### src/rtl/flash_merge_pkg.sv
// Shared types for the unaligned flash write merger.
package flash_merge_pkg;

    // Controller phases: idle, plan next word, wait read-back, fill lanes, offer word.
    typedef enum logic [2:0] {
        ST_IDLE,
        ST_PLAN,
        ST_READ,
        ST_FILL,
        ST_SEND
    } merge_state_e;

endpackage

### src/rtl/fwm_cmd_lanes.sv
// Command word builder.
// Places the command byte in the last byte position of each chip on the port
// and zero elsewhere, then swaps byte lanes when the port is little-endian.
// Assumes PORT_BYTES is a multiple of CHIP_BYTES.
module fwm_cmd_lanes #(
    parameter int PORT_BYTES = 4,
    parameter int CHIP_BYTES = 2,
    parameter bit BIG_ENDIAN = 1'b1
) (
    input  logic [7:0]              i_cmd,
    output logic [PORT_BYTES*8-1:0] o_word
);
    localparam int W = PORT_BYTES * 8;

    logic [PORT_BYTES-1:0][7:0] lane_b;
    logic [W-1:0]               native_w;

    for (genvar i = 0; i < PORT_BYTES; i++) begin : g_lane
        localparam bit HIT = ((i + 1) % CHIP_BYTES) == 0;
        // Byte in memory order: command at the top lane of each chip.
        assign lane_b[i] = HIT ? i_cmd : 8'h00;
        if (BIG_ENDIAN) begin : g_be
            // Memory order seen as a big-endian word.
            assign native_w[(PORT_BYTES-1-i)*8 +: 8] = lane_b[i];
        end else begin : g_le
            // Memory order seen as a little-endian word.
            assign native_w[i*8 +: 8] = lane_b[i];
        end
    end

    for (genvar j = 0; j < PORT_BYTES; j++) begin : g_out
        if (BIG_ENDIAN) begin : g_keep
            // Big-endian word goes out unchanged.
            assign o_word[j*8 +: 8] = native_w[j*8 +: 8];
        end else begin : g_swap
            // Little-endian word is byte-swapped.
            assign o_word[j*8 +: 8] = native_w[(PORT_BYTES-1-j)*8 +: 8];
        end
    end

endmodule

### src/rtl/fwm_packer.sv
// Byte-serial word packer.
// Accumulates PORT_BYTES bytes into one word by shifting. Big-endian shifts
// left with the byte entering the low lane; little-endian shifts right with
// the byte entering the top lane. Assumes PORT_BYTES >= 2.
module fwm_packer #(
    parameter int PORT_BYTES = 4,
    parameter bit BIG_ENDIAN = 1'b1
) (
    input  logic                    clk,
    input  logic                    rst_n,
    input  logic                    i_clear,
    input  logic                    i_push,
    input  logic [7:0]              i_byte,
    output logic [PORT_BYTES*8-1:0] o_word
);
    localparam int W = PORT_BYTES * 8;

    logic [W-1:0] acc_q;

    if (BIG_ENDIAN) begin : g_be
        // Shift left, new byte into the low lane.
        always_ff @(posedge clk) begin
            if (!rst_n)       acc_q <= '0;
            else if (i_clear) acc_q <= '0;
            else if (i_push)  acc_q <= {acc_q[W-9:0], i_byte};
        end
    end else begin : g_le
        // Shift right, new byte into the top lane.
        always_ff @(posedge clk) begin
            if (!rst_n)       acc_q <= '0;
            else if (i_clear) acc_q <= '0;
            else if (i_push)  acc_q <= {i_byte, acc_q[W-1:8]};
        end
    end

    assign o_word = acc_q;

endmodule

### src/rtl/fwm_ctrl.sv
// Merge controller.
// Walks the aligned words covering a request. For each word it decides
// whether a flash read-back is needed, then feeds one byte per cycle to the
// packer, taking either a stream byte or the read-back byte for that
// position, and finally offers the word with a burst-end flag.
// Assumes PORT_BYTES is a power of two, at least 2, and CHUNK_WORDS >= 1.
module fwm_ctrl
    import flash_merge_pkg::*;
#(
    parameter int PORT_BYTES  = 4,
    parameter int ADDR_W      = 32,
    parameter int LEN_W       = 16,
    parameter int CHUNK_WORDS = 16,
    parameter bit BIG_ENDIAN  = 1'b1
) (
    input  logic                    clk,
    input  logic                    rst_n,
    input  logic                    i_start,
    input  logic [ADDR_W-1:0]       i_addr,
    input  logic [LEN_W-1:0]        i_len,
    input  logic                    i_byte_valid,
    input  logic [7:0]              i_byte,
    output logic                    o_byte_ready,
    output logic                    o_rd_req,
    output logic [ADDR_W-1:0]       o_rd_addr,
    input  logic                    i_rd_valid,
    input  logic [PORT_BYTES*8-1:0] i_rd_data,
    output logic                    o_push,
    output logic [7:0]              o_push_byte,
    output logic                    o_clear,
    output logic                    o_wr_valid,
    output logic [ADDR_W-1:0]       o_wr_addr,
    output logic                    o_wr_burst_end,
    input  logic                    i_wr_ready,
    output logic                    o_busy,
    output logic                    o_done
);
    localparam int W  = PORT_BYTES * 8;
    localparam int LB = $clog2(PORT_BYTES);
    localparam int CW = $clog2(CHUNK_WORDS) + 1;
    localparam logic [LEN_W-1:0]  PB_LEN     = LEN_W'(PORT_BYTES);
    localparam logic [ADDR_W-1:0] PB_ADDR    = ADDR_W'(PORT_BYTES);
    localparam logic [ADDR_W-1:0] LOW_MASK   = ADDR_W'(PORT_BYTES - 1);
    localparam logic [CW-1:0]     CHUNK_LAST = CW'(CHUNK_WORDS - 1);
    localparam logic [LB-1:0]     POS_LAST   = LB'(PORT_BYTES - 1);

    merge_state_e      state_q;
    logic [ADDR_W-1:0] waddr_q;
    logic [LB-1:0]     off_q;
    logic [LB-1:0]     pos_q;
    logic [LEN_W-1:0]  remain_q;
    logic [W-1:0]      rd_word_q;
    logic              partial_q;
    logic [CW-1:0]     cnt_q;
    logic              done_q;

    logic              flash_pos;
    logic              push;
    logic              burst_end;
    logic              need_rb;
    logic [7:0]        flash_byte;

    // Position is taken from flash when below the head offset or past the stream.
    assign flash_pos = (pos_q < off_q) || (remain_q == '0);

    // Word needs read-back when it starts mid-word or the stream ends inside it.
    assign need_rb = (off_q != '0) || (remain_q < PB_LEN);

    // Pick the read-back byte for the current position in the port's byte order.
    always_comb begin
        flash_byte = 8'h00;
        for (int k = 0; k < PORT_BYTES; k++) begin
            if (LB'(k) == pos_q) begin
                flash_byte = BIG_ENDIAN ? rd_word_q[(PORT_BYTES-1-k)*8 +: 8]
                                        : rd_word_q[k*8 +: 8];
            end
        end
    end

    assign push           = (state_q == ST_FILL) && (flash_pos || i_byte_valid);
    assign o_push         = push;
    assign o_push_byte    = flash_pos ? flash_byte : i_byte;
    assign o_clear        = (state_q == ST_PLAN);
    assign o_byte_ready   = (state_q == ST_FILL) && !flash_pos;
    assign o_rd_req       = (state_q == ST_READ);
    assign o_rd_addr      = waddr_q;
    assign o_wr_valid     = (state_q == ST_SEND);
    assign o_wr_addr      = waddr_q;
    assign burst_end      = partial_q || (cnt_q == CHUNK_LAST) || (remain_q < PB_LEN);
    assign o_wr_burst_end = burst_end;
    assign o_busy         = (state_q != ST_IDLE);
    assign o_done         = done_q;

    // Request sequencing, per-word bookkeeping and completion pulse.
    always_ff @(posedge clk) begin
        if (!rst_n) begin
            state_q   <= ST_IDLE;
            waddr_q   <= '0;
            off_q     <= '0;
            pos_q     <= '0;
            remain_q  <= '0;
            rd_word_q <= '0;
            partial_q <= 1'b0;
            cnt_q     <= '0;
            done_q    <= 1'b0;
        end else begin
            done_q <= 1'b0;
            unique case (state_q)
                ST_IDLE: begin
                    if (i_start) begin
                        if (i_len == '0) begin
                            done_q <= 1'b1;
                        end else begin
                            waddr_q  <= i_addr & ~LOW_MASK;
                            off_q    <= i_addr[LB-1:0];
                            remain_q <= i_len;
                            cnt_q    <= '0;
                            state_q  <= ST_PLAN;
                        end
                    end
                end
                ST_PLAN: begin
                    partial_q <= need_rb;
                    pos_q     <= '0;
                    state_q   <= need_rb ? ST_READ : ST_FILL;
                end
                ST_READ: begin
                    if (i_rd_valid) begin
                        rd_word_q <= i_rd_data;
                        state_q   <= ST_FILL;
                    end
                end
                ST_FILL: begin
                    if (push) begin
                        if (!flash_pos) remain_q <= remain_q - 1'b1;
                        if (pos_q == POS_LAST) state_q <= ST_SEND;
                        else                   pos_q   <= pos_q + 1'b1;
                    end
                end
                ST_SEND: begin
                    if (i_wr_ready) begin
                        waddr_q <= waddr_q + PB_ADDR;
                        off_q   <= '0;
                        cnt_q   <= (partial_q || burst_end) ? '0 : cnt_q + 1'b1;
                        if (remain_q == '0) begin
                            done_q  <= 1'b1;
                            state_q <= ST_IDLE;
                        end else begin
                            state_q <= ST_PLAN;
                        end
                    end
                end
                default: state_q <= ST_IDLE;
            endcase
        end
    end

endmodule

### src/rtl/flash_write_merger.sv
// Unaligned flash write merger, top level.
// Combines the merge controller, the shift packer and the command lane
// builder. Burst chunk length in words is derived from the port-to-chip
// ratio and the per-chip buffer size. Assumes PORT_BYTES is a power of two,
// at least 2, and a multiple of CHIP_BYTES.
module flash_write_merger #(
    parameter int PORT_BYTES = 4,
    parameter int CHIP_BYTES = 2,
    parameter int BUF_SIZE   = 32,
    parameter int ADDR_W     = 32,
    parameter int LEN_W      = 16,
    parameter bit BIG_ENDIAN = 1'b1
) (
    input  logic                    clk,
    input  logic                    rst_n,
    input  logic                    i_start,
    input  logic [ADDR_W-1:0]       i_addr,
    input  logic [LEN_W-1:0]        i_len,
    input  logic                    i_byte_valid,
    input  logic [7:0]              i_byte,
    output logic                    o_byte_ready,
    output logic                    o_rd_req,
    output logic [ADDR_W-1:0]       o_rd_addr,
    input  logic                    i_rd_valid,
    input  logic [PORT_BYTES*8-1:0] i_rd_data,
    output logic                    o_wr_valid,
    output logic [ADDR_W-1:0]       o_wr_addr,
    output logic [PORT_BYTES*8-1:0] o_wr_data,
    output logic                    o_wr_burst_end,
    input  logic                    i_wr_ready,
    output logic                    o_busy,
    output logic                    o_done,
    input  logic [7:0]              i_cmd_byte,
    output logic [PORT_BYTES*8-1:0] o_cmd_word
);
    localparam int CHUNK_BYTES = (PORT_BYTES / CHIP_BYTES) * BUF_SIZE;
    localparam int CHUNK_RAW   = CHUNK_BYTES / PORT_BYTES;
    localparam int CHUNK_WORDS = (CHUNK_RAW < 1) ? 1 : CHUNK_RAW;

    logic       push;
    logic       clear;
    logic [7:0] push_byte;

    fwm_ctrl #(
        .PORT_BYTES (PORT_BYTES),
        .ADDR_W     (ADDR_W),
        .LEN_W      (LEN_W),
        .CHUNK_WORDS(CHUNK_WORDS),
        .BIG_ENDIAN (BIG_ENDIAN)
    ) u_ctrl (
        .clk           (clk),
        .rst_n         (rst_n),
        .i_start       (i_start),
        .i_addr        (i_addr),
        .i_len         (i_len),
        .i_byte_valid  (i_byte_valid),
        .i_byte        (i_byte),
        .o_byte_ready  (o_byte_ready),
        .o_rd_req      (o_rd_req),
        .o_rd_addr     (o_rd_addr),
        .i_rd_valid    (i_rd_valid),
        .i_rd_data     (i_rd_data),
        .o_push        (push),
        .o_push_byte   (push_byte),
        .o_clear       (clear),
        .o_wr_valid    (o_wr_valid),
        .o_wr_addr     (o_wr_addr),
        .o_wr_burst_end(o_wr_burst_end),
        .i_wr_ready    (i_wr_ready),
        .o_busy        (o_busy),
        .o_done        (o_done)
    );

    fwm_packer #(
        .PORT_BYTES(PORT_BYTES),
        .BIG_ENDIAN(BIG_ENDIAN)
    ) u_packer (
        .clk    (clk),
        .rst_n  (rst_n),
        .i_clear(clear),
        .i_push (push),
        .i_byte (push_byte),
        .o_word (o_wr_data)
    );

    fwm_cmd_lanes #(
        .PORT_BYTES(PORT_BYTES),
        .CHIP_BYTES(CHIP_BYTES),
        .BIG_ENDIAN(BIG_ENDIAN)
    ) u_cmd (
        .i_cmd (i_cmd_byte),
        .o_word(o_cmd_word)
    );

endmodule

### config.mk
export PLATFORM = sky130hd
export DESIGN_NAME = flash_write_merger
export DESIGN_NICKNAME = d
export VERILOG_FILES = /design/src/rtl/flash_merge_pkg.sv /design/src/rtl/fwm_cmd_lanes.sv /design/src/rtl/fwm_packer.sv /design/src/rtl/fwm_ctrl.sv /design/src/rtl/flash_write_merger.sv
export SDC_FILE = /design/constraint.sdc
export NUM_CORES = 1
export LEC_CHECK = 0
export BUFFER_PORTS_ARGS = -buffer_cell sky130_fd_sc_hd__clkbuf_2
export CAP_MARGIN = 20
export CORE_UTILIZATION = 30
export CTS_BUF_LIST = sky130_fd_sc_hd__clkbuf_8
export DETAILED_ROUTE_END_ITERATION = 10
export GPL_TIMING_DRIVEN = 0
export PLACE_DENSITY = 0.63
export RECOVER_POWER = 100
export SETUP_SLACK_MARGIN = 0.4
export SLEW_MARGIN = 30
export SYNTH_ARGS = -nofsm -noshare
export SYNTH_HDL_FRONTEND = slang
export SYNTH_SLANG_ARGS = --single-unit
### constraint.sdc
create_clock -name clk -period 3.2 [get_ports clk]
set_input_delay 0.96 -clock clk [delete_from_list [all_inputs] [get_ports clk]]
set_output_delay 0.96 -clock clk [all_outputs]
set_load 0.02 [all_outputs]
==> results.cfg <==
[logic_synthesis]
synth-adder-area-share_pct = 1.796
yosys.area.top_type = dfxtp_1
netlist_area_sq_um = 6968
synth-compound-area-share_pct = 23.56
synth_cell_types = 60
syn_avg_cell_area_sq_um = 7.525
synth_seq_cells = 124
async_flop_share_pct = 0
yosys_warnings = 0
synth_top_area_share_pct = 35.63
synth_top_flop_cell = dfxtp_1
synth_edf_count = 0
muxShareOfSynthArea_pct = 1.598
syn-instance-count = 926
synth_xor_area_share_pct = 0
synth_top_family_by_area = simple AND/OR/NAND/NOR gates
synth_seq_area_share_pct = 35.63
synth-simple-area-share_pct = 25.26
synth_area_leaders = dfxtp_1 (36%), nand2_1 (11%), buf_4 (7.2%)

[placement]
portBuffers = 206
pre_cts_ws_ns = -0.3588
dp_hpwl_um = 18110
gp_congestion = 0.9249

[pwr]
vdd_ir_drop_max_mv = 0.2646
p_leak_uw = 0.003500
powerDensity_nw_per_um2 = 512.0

[hold_path]
hold_path_class = reg -> reg
whs_endpoint = u_packer.o_word[31]$_SDFFE_PP0P_
worstHoldStart = u_packer.o_word[31]$_SDFFE_PP0P_
hold_depth = 2

[critical_path]
start_kind = flip-flop
r2r_end = u_packer.o_word[1]$_SDFFE_PP0P_
worst_ep_arrival_time_ns = 2.22
cp-end-kind = output port
rr_startpoint = u_ctrl.remain_q[3]$_SDFFE_PN0P_
timing.critical_path.fanout_max = 3
worst-r2r-cell-count = 8
r2r_slack_ns = 0.41
cp.required_ns = 2.24
critPathKind = reg -> out

[finish]
final_nets = 1302
fillCellCount = 2471
layout_common_cells = nand2_1 (206), clkbuf_1 (163), dfxtp_1 (119), clkbuf_2 (101), a21oi_1 (99)
layout-area-overhead-vs-synth_pct = 29.47
drive_gt1_share_pct = 22.78
final_util_pct = 39.72
final_common_cell = nand2_1

[timing]
setup_ws_ns = 0.01890
hold_ws_ns = 0.4567
timing.fmax_ghz = 0.3144
period_needed_ns = 3.181
slew_viol_final = 0
fin_tns_setup_ns = 0
maxSlewHeadroom_pct = 37.00
post-route-period-util_pct = 99.41
rsz0062_at_grt = yes
hold_viol_final = 0
setup_viol_count_final = 0
fin_skew_ns = 0.01691
tightest_slew_ns = 0.9364

[grt]
grt_pass1_vias = 6987
grtUsageTotal_pct = 20.36
globalRouteOverflowTotal = 0
busiest_layer = met2
grt_pass1_wl_um = 38050
antenna_found_initial = 2
grtUsageMet3_pct = 4.511
met1_usage_pct = 27.18
grt_max_degree = 17
grtUsageMet2_pct = 32.08

[clock_tree]
cts_buffers = 17
clock_sinks = 124
cts_root_buf = clkbuf_8
htreeDepth = 4
cts_tree = built
clkTransAtPathRegs_ns = 0.09
cts_hold_buf = 0
clock_latency_ns = 0.46
cts_max_path_buffers = 2

[routing]
wire_per_inst_um = 16.82
route.detailed.drc = 0
num_vias = 7738
drt_first_iter_violations = 560
totalWireLength_um = 25060
drt-vias-per-instance = 5.193
drtAntennaViolNets = 0
drt_pass1_iterations = 6

[floorplanning]
ios = 236
fp-row-count = 55
dieWidth_um = 154.4
core_area_sq_um = 22710
die_h_um = 154.4
dieArea_sq_um = 23840
start_util_pct = 30.68

[outcome]
outcome = complete, no violations

[flow_run]
max_cap_violations = 0
## critical path: stages (launching register included)
cell and delay, ns:
dfxtp_2 0.33, inv_2 0.08, ha_4 0.12, or3b_4 0.38, or4_4 0.58, nand2_8 0.09, nor2_4 0.03, buf_6 0.15
## area by class of cell
| type | count | area [sq um] | share of cell area [%] |
|---|---|---|---|
| well taps | 285 | 356.6 | 3.953 |
| clock inverters | 15 | 152.6 | 1.692 |
| inverters | 14 | 57.56 | 0.6380 |
| repair buffers | 226 | 1072 | 11.89 |
| flip-flops and latches | 124 | 2494 | 27.64 |
| multi-input cells | 670 | 3821 | 42.36 |
| diodes | 2 | 5.005 | 0.05548 |
| clock buffers | 17 | 234.0 | 2.594 |
| plain buffers | 137 | 828.3 | 9.182 |
## registers in the layout, summed over array words and instances (netlist names), 2 cells and up
signal and flops:
u_ctrl.rd_word_q 32, u_ctrl.state_q 3, u_packer.o_word 32, u_ctrl.cnt_q 5, u_ctrl.pos_q 2, u_ctrl.remain_q 16
u_ctrl.off_q 2, u_ctrl.o_rd_addr 30
## metrics by stage
stage | instances | cell area, sq um | total power, uW
after global routing | 1490 | 9021 | 4843
final | 1490 | 9021 | 4618
after global placement | 1436 | 8427 | 3103
after floorplan | 945 | 7039 | 2684
after CTS | 1488 | 9141 | 4637
after detailed placement | 1436 | 8439 | 3110
## worst max path at each step
stage	start	endpoint
6_report	u_ctrl.remain_q[0]$_SDFFE_PN0P_	o_byte_ready
5_1_grt	u_ctrl.remain_q[1]$_SDFFE_PN0P_	o_byte_ready
4_1_cts	u_ctrl.remain_q[2]$_SDFFE_PN0P_	o_byte_ready
3_5_place_dp	i_len[2]	u_ctrl.cnt_q[0]$_SDFFE_PN0P_
3_3_place_gp	i_len[2]	u_ctrl.o_rd_addr[27]$_SDFFE_PN0P_
2_1_floorplan	u_ctrl.remain_q[2]$_SDFFE_PN0P_	o_byte_ready
## repair_timing
action	4_1_cts	5_1_grt
endpoints found under the setup margin	33	56
buffers inserted	20	0
pin swaps	7	4
gates resized for setup	51	21
## cells in the mapped netlist, types with 2 or more instances
| cell type | number |
|---|---|
| nor3_1 | 11 |
| nand3_1 | 33 |
| o31ai_1 | 23 |
| o41ai_1 | 9 |
| or4_1 | 7 |
| a221oi_1 | 18 |
| ha_1 | 10 |
| nand3b_1 | 5 |
| mux2i_1 | 10 |
| buf_1 | 2 |
| buf_4 | 67 |
| and2_1 | 7 |
| clkbuf_1 | 58 |
| o22ai_1 | 19 |
| inv_1 | 14 |
| nand2_1 | 206 |
| o41a_1 | 2 |
| o32ai_1 | 6 |
| or2_2 | 7 |
| buf_2 | 8 |
| a31oi_1 | 8 |
| or3b_2 | 2 |
| o211ai_1 | 3 |
| buf_6 | 2 |
| nand2b_1 | 4 |
| o311ai_0 | 2 |
| o31a_1 | 4 |
| nor2_1 | 36 |
| o21ai_0 | 28 |
| a21o_1 | 2 |
| or3_1 | 9 |
| a21oi_1 | 99 |
| and4_1 | 4 |
| nor4_1 | 12 |
| a211oi_1 | 8 |
| dfxtp_1 | 124 |
| nor2b_1 | 9 |
| a311oi_1 | 2 |
| and3_1 | 6 |
| a41oi_1 | 3 |
| o221a_2 | 8 |
| nand4_1 | 11 |
## kinds of logic after synthesis
| group | after synthesis |
|---|---|
| flops | 124 |
| mux | 11 |
| buf+inv | 151 |
| fa+ha+maj | 10 |
| other cells | 1 |
| compound gates | 252 |
| simple gates | 377 |
## where the power goes
part,internal [uW],switching (uW)
clock network,641,751
registers,1650,124
logic,588,867
total,2880,1740
## layer usage
layer / part of all wire [%] / wire length, um
met5: 0 / 0
met4: 2.1 / 522
met1: 44 / 11020
met3: 7.6 / 1907
met2: 46 / 11610
Power figures use the tool's default switching activity.
